$ cat config.mk
export PLATFORM = sky130hd
export DESIGN_NAME = regswap_engine
export DESIGN_NICKNAME = d
export VERILOG_FILES = /design/src/rtl/regswap_pkg.sv /design/src/rtl/regswap_alu.sv /design/src/rtl/regswap_ctrl.sv /design/src/rtl/regswap_regs.sv /design/src/rtl/regswap_engine.sv
export SDC_FILE = /design/constraint.sdc
export NUM_CORES = 1
export LEC_CHECK = 0
export BUFFER_PORTS_ARGS = -buffer_cell sky130_fd_sc_hd__buf_2
export CAP_MARGIN = 20
export CELL_PAD_IN_SITES_DETAIL_PLACEMENT = 0
export CELL_PAD_IN_SITES_GLOBAL_PLACEMENT = 1
export CORE_MARGIN = 5
export CORE_UTILIZATION = 42
export DETAILED_ROUTE_END_ITERATION = 8
export PLACE_DENSITY_LB_ADDON = 0.1
export SLEW_MARGIN = 5
export SYNTH_ARGS = -nofsm -noshare
export SYNTH_HDL_FRONTEND = slang
export SYNTH_HIERARCHICAL = 1
export SYNTH_SLANG_ARGS = --single-unit
$ cat constraint.sdc
create_clock -name clk -period 3.85 [get_ports clk]
set_input_delay 0.77 -clock clk [delete_from_list [all_inputs] [get_ports clk]]
set_output_delay 0.77 -clock clk [all_outputs]
set_load 0.02 [all_outputs]
$ cat src/rtl/regswap_pkg.sv
package regswap_pkg;

  typedef enum logic [1:0] {
    OP_AND  = 2'b00,
    OP_OR   = 2'b01,
    OP_XOR  = 2'b10,
    OP_PASS = 2'b11
  } op_e;

  typedef enum logic [1:0] {
    ST_IDLE = 2'd0,
    ST_X1   = 2'd1,
    ST_Y    = 2'd2,
    ST_X2   = 2'd3
  } step_e;

  // one bit of the shared logic unit; PASS copies the non-destination register
  function automatic logic bit_op(op_e op, logic xb, logic yb, logic to_x);
    case (op)
      OP_AND:  return xb & yb;
      OP_OR:   return xb | yb;
      OP_XOR:  return xb ^ yb;
      default: return to_x ? yb : xb;
    endcase
  endfunction

endpackage

$ cat src/rtl/regswap_alu.sv
module regswap_alu
  import regswap_pkg::*;
#(
  parameter int W = 16
) (
  input  logic [W-1:0] a_x,
  input  logic [W-1:0] b_y,
  input  op_e          op,
  input  logic         to_x,
  output logic [W-1:0] res
);

  for (genvar i = 0; i < W; i++) begin : g_bit
    assign res[i] = bit_op(op, a_x[i], b_y[i], to_x);
  end

endmodule

$ cat src/rtl/regswap_ctrl.sv
module regswap_ctrl
  import regswap_pkg::*;
(
  input  logic       clk,
  input  logic       rst_n,
  input  logic       start,
  input  logic       op_valid,
  input  logic       ld_valid,
  input  logic [1:0] op_sel_in,
  input  logic       op_to_x_in,
  output logic       busy,
  output logic       done,
  output logic       op_ready,
  output logic       ld_ready,
  output logic       ld_fire,
  output logic       wr_en,
  output logic       wr_to_x,
  output op_e        alu_op
);

  step_e st_q, st_d;
  logic  done_q;
  logic  start_fire, op_fire;

  assign busy       = (st_q != ST_IDLE);
  assign op_ready   = !busy && !start;
  assign ld_ready   = op_ready && !op_valid;
  assign start_fire = !busy && start;
  assign op_fire    = op_ready && op_valid;
  assign ld_fire    = ld_ready && ld_valid;
  assign done       = done_q;

  always_comb begin
    st_d    = st_q;
    alu_op  = op_e'(op_sel_in);
    wr_to_x = op_to_x_in;
    wr_en   = op_fire;
    case (st_q)
      ST_IDLE: if (start_fire) st_d = ST_X1;
      ST_X1: begin
        alu_op = OP_XOR; wr_to_x = 1'b1; wr_en = 1'b1; st_d = ST_Y;
      end
      ST_Y: begin
        alu_op = OP_XOR; wr_to_x = 1'b0; wr_en = 1'b1; st_d = ST_X2;
      end
      default: begin
        alu_op = OP_XOR; wr_to_x = 1'b1; wr_en = 1'b1; st_d = ST_IDLE;
      end
    endcase
  end

  always_ff @(posedge clk or negedge rst_n) begin
    if (!rst_n) begin
      st_q   <= ST_IDLE;
      done_q <= 1'b0;
    end else begin
      st_q   <= st_d;
      done_q <= (st_q == ST_X2);
    end
  end

endmodule

$ cat src/rtl/regswap_regs.sv
module regswap_regs #(
  parameter int W = 16
) (
  input  logic         clk,
  input  logic         rst_n,
  input  logic         ld_fire,
  input  logic [W-1:0] ld_x,
  input  logic [W-1:0] ld_y,
  input  logic         wr_en,
  input  logic         wr_to_x,
  input  logic [W-1:0] res,
  output logic [W-1:0] x_q,
  output logic [W-1:0] y_q
);

  always_ff @(posedge clk or negedge rst_n) begin
    if (!rst_n) begin
      x_q <= '0;
      y_q <= '0;
    end else if (ld_fire) begin
      x_q <= ld_x;
      y_q <= ld_y;
    end else if (wr_en) begin
      if (wr_to_x) x_q <= res;
      else         y_q <= res;
    end
  end

endmodule

$ cat src/rtl/regswap_engine.sv
module regswap_engine
  import regswap_pkg::*;
#(
  parameter int W = 16
) (
  input  logic         clk,
  input  logic         rst_n,
  input  logic         ld_valid,
  output logic         ld_ready,
  input  logic [W-1:0] ld_x,
  input  logic [W-1:0] ld_y,
  input  logic         op_valid,
  output logic         op_ready,
  input  logic [1:0]   op_sel,
  input  logic         op_to_x,
  input  logic         swap_start,
  output logic         busy,
  output logic         done,
  output logic [W-1:0] x_out,
  output logic [W-1:0] y_out
);

  logic         ld_fire, wr_en, wr_to_x;
  op_e          alu_op;
  logic [W-1:0] res;

  regswap_ctrl u_ctrl (
    .clk(clk), .rst_n(rst_n), .start(swap_start), .op_valid(op_valid),
    .ld_valid(ld_valid), .op_sel_in(op_sel), .op_to_x_in(op_to_x),
    .busy(busy), .done(done), .op_ready(op_ready), .ld_ready(ld_ready),
    .ld_fire(ld_fire), .wr_en(wr_en), .wr_to_x(wr_to_x), .alu_op(alu_op)
  );

  regswap_alu #(.W(W)) u_alu (
    .a_x(x_out), .b_y(y_out), .op(alu_op), .to_x(wr_to_x), .res(res)
  );

  regswap_regs #(.W(W)) u_regs (
    .clk(clk), .rst_n(rst_n), .ld_fire(ld_fire), .ld_x(ld_x), .ld_y(ld_y),
    .wr_en(wr_en), .wr_to_x(wr_to_x), .res(res), .x_q(x_out), .y_q(y_out)
  );

endmodule

==> impl_metrics.csv <==
group,metric,value,unit
final_layout,regArea,876,um^2
sta,finalSetupViolations,0,
synth,syn-num-nets,379,
sta,setup_tns,0,ps
placement,io_buffers,75,
placement,place_congestion,0.717,
grt,use_met2,25.6,%
final_layout,drive_gt1_share,34.6,%
worst_setup_path,cp_data_arrival_time,3130,ps
grt,met1_usage,22.0,%
placement,placed_cell_area,3580,um^2
clock_tree,clock_sinks,35,
floorplan,row_count,31,
synth,seq_area_frac_synth,27.7,%
final_layout,layout_common_cells,"buf_2 (75), inv_1 (69), ha_1 (35), dfrtp_1 (35), nand2_1 (17)",
sta,fin_crit,2950,ps
worst_setup_path,ff2ff_setup_slack,900,ps
grt,grt_util_all_layers,16.0,%
flow_run,drv_cap,0,
final_layout,fillers,712,
sta,worstMarginPinSlew,842,ps
floorplan,core-area,7290,um^2
clock_tree,cts_buffers,5,
worst_setup_path,path_class,"flop to flop",
synth,ys.warnings.count,6,
pwr,peakVddDrop,0.324,mV
floorplan,die_h,96.8,um
sta,timing.slew.headroom,43.9,%
synth,synth_seq_cells,35,
drt,wl_per_cell,15.8,um
synth,yosysUniqueCellTypes,27,
placement,dp_cells,459,
grt,grt.busiest_layer,"met2",
sta,maxSlewViolCount,0,
synth,synth_xor_area_share,0,%
final_layout,instances_no_fill,466,
clock_tree,cts_buffer_depth,2,
grt,antenna_found_initial,0,
floorplan,start_util,43.4,%
worst_hold_path,min_to,"u_ctrl/st_q[0]",
worst_setup_path,r2r_cells,8,
drt,drt_wl_total,7350,um
grt,grt_max_degree,97,
floorplan,dieArea,9370,um^2
drt,num_vias,2438,
clock_tree,cts-root-buf,"clkbuf_8",
final_layout,mostFrequentLayoutCell,"buf_2",
clock_tree,cts.htree.levels,2,
synth,syn_area_per_cell,10.4,um^2
synth,yosys.area_share.simple,16.4,%
worst_setup_path,reg2reg_from,"u_ctrl/st_q[0]",
worst_hold_path,holdCritStartpoint,"u_ctrl/st_q[0]",
floorplan,io_pins,76,
sta,timing.final.crit_share,76.7,%
synth,synth-compound-area-share,10.1,%
sta,hold_violations,0,
worst_setup_path,critical-path-top-delay-family,"multiplexers",
drt,first_pass_iters,4,
worst_setup_path,startpoint_type,"flop",
pwr,p_total,3290,uW
floorplan,die_w,96.8,um
clock_tree,clkLatencyLatePin,290,ps
pwr,leakage,0.00188,uW
sta,setup_slack,898,ps
worst_setup_path,crit_chain,"inv_1 > ha_1 > o21ai_4 > buf_4 > mux2_2 > mux4_2 > nor4bb_1 > a221o_1",
grt,grt_use_met3,3.31,%
final_layout,area_delta_synth_final,15.9,%
sta,final.setup_skew,9.95,ps
synth,syn_area,3170,um^2
clock_tree,cts_tree,"yes",
clock_tree,clk_pin_slew,80,ps
worst_setup_path,path_buf_inv,2,
clock_tree,post_cts_buffers,0,
sta,rsz0062_at_grt,"false",
placement,dpl.hpwl,5000,um
worst_setup_path,slowest_delay,510,ps
synth,synth_top_family_by_area,"multiplexers",
synth,synth_fa_ha_area_share,13.8,%
final_layout,nets,442,
worst_setup_path,crit_path_top_delay_cell,"o21ai_4",
final_layout,design_area,3670,um^2
drt,viasPerCell,5.23,
final_layout,diodes,0,
grt,grt_overflow,0,
grt,grt_pass1_wl,12500,um
worst_setup_path,end_kind,"flop",
worst_setup_path,r2r-end,"u_regs/y_q[10]",
placement,place_ws,883,ps
worst_setup_path,worst-path-max-fanout,21,
sta,fmax,339,MHz
drt,drt_iter0_drc,107,
final_layout,multiInputGateArea,1890,um^2
synth,netlist_instances,304,
grt,grt_pass1_vias,2477,
clock_tree,post_cts_resized,0,
worst_hold_path,hold_path_depth,1,
worst_hold_path,hold_class,"flop to flop",
worst_setup_path,crit_required,4030,ps
drt,postRouteAntennaNets,0,
clock_tree,hold_buffers,0,
synth,synth_mux_area_share,18.7,%
pwr,power_per_cell_area,897,nW/um^2
drt,drc,0,
run_status,status,"finished clean",
routing by layer:
metal,share of wire (%),wire length [um]
met1,48,3540
met2,47,3450
met3,3.8,282
met4,0.93,68
met5,0,0
cells by family after synthesis:
family | count (synthesis)
AOI/OAI and AO/OA | 35
muxes | 33
adders and majority gates | 35
DFF | 35
and+or+nand+nor | 72
buffers and inverters | 94
state kept, by name, summed over array words and instances, names as in the netlist:
| name | count |
|---|---|
| u_regs/y_q | 16 |
| u_regs/x_q | 16 |
| u_ctrl/st_q | 2 |
| u_ctrl/done | 1 |
per-stage QoR:
| stage | util (%) | hold WS (ps) |
|---|---|---|
| 2_1_floorplan | - | 474 |
| 3_3_place_gp | 49.1 | 523 |
| 3_5_place_dp | 49.1 | 545 |
| 4_1_cts | 50.3 | 559 |
| 5_1_grt | 50.3 | 587 |
| 6_report | 50.3 | 548 |
layout make-up:
class,instances,area share (%)
Inverter,69,7.06
Timing Repair Buffer,81,11.8
Multi-Input combinational cell,175,51.5
Tap cell,99,3.38
Sequential cell,35,23.9
Clock inverter,1,0.136
Clock buffer,6,2.25
cell usage after synthesis:
cell	instances	area share [%]
o22a_2	1	0.32
buf_2	19	3.0
mux4_2	16	11
clkbuf_1	1	0.12
buf_4	1	0.24
inv_1	69	8.2
mux2_2	6	2.1
nand2_1	17	2.0
and2_1	1	0.20
dfrtp_1	35	28
o311ai_1	16	4.4
buf_12	1	0.63
or2b_1	1	0.24
buf_6	3	1.1
nand2b_1	1	0.20
mux2_4	11	5.2
and2_2	1	0.24
nor4bb_1	13	4.1
nand4b_1	16	4.4
o21ai_0	2	0.32
a221o_1	16	5.1
and4bb_1	3	1.2
ha_1	35	14
nor3b_1	1	0.24
nand2b_2	1	0.28
nor2_1	1	0.12
nor2b_1	16	3.2
worst max-delay path by stage:
stage | start | end | cells after the start
2_1_floorplan | u_ctrl/st_q[0] | u_regs/y_q[0] | 9
3_3_place_gp | u_ctrl/st_q[0] | u_regs/y_q[10] | 8
3_5_place_dp | u_ctrl/st_q[0] | u_regs/y_q[10] | 8
4_1_cts | u_ctrl/st_q[0] | u_regs/y_q[10] | 8
5_1_grt | u_ctrl/st_q[0] | u_regs/y_q[10] | 8
6_report | u_ctrl/st_q[0] | u_regs/y_q[10] | 8
power by group:
part / internal, uW / switching (uW) / total [uW]
clock: 141 / 142 / 282
sequential: 552 / 211 / 763
combinational: 1120 / 1120 / 2240
No activity file was read; power rests on OpenSTA's default activity.
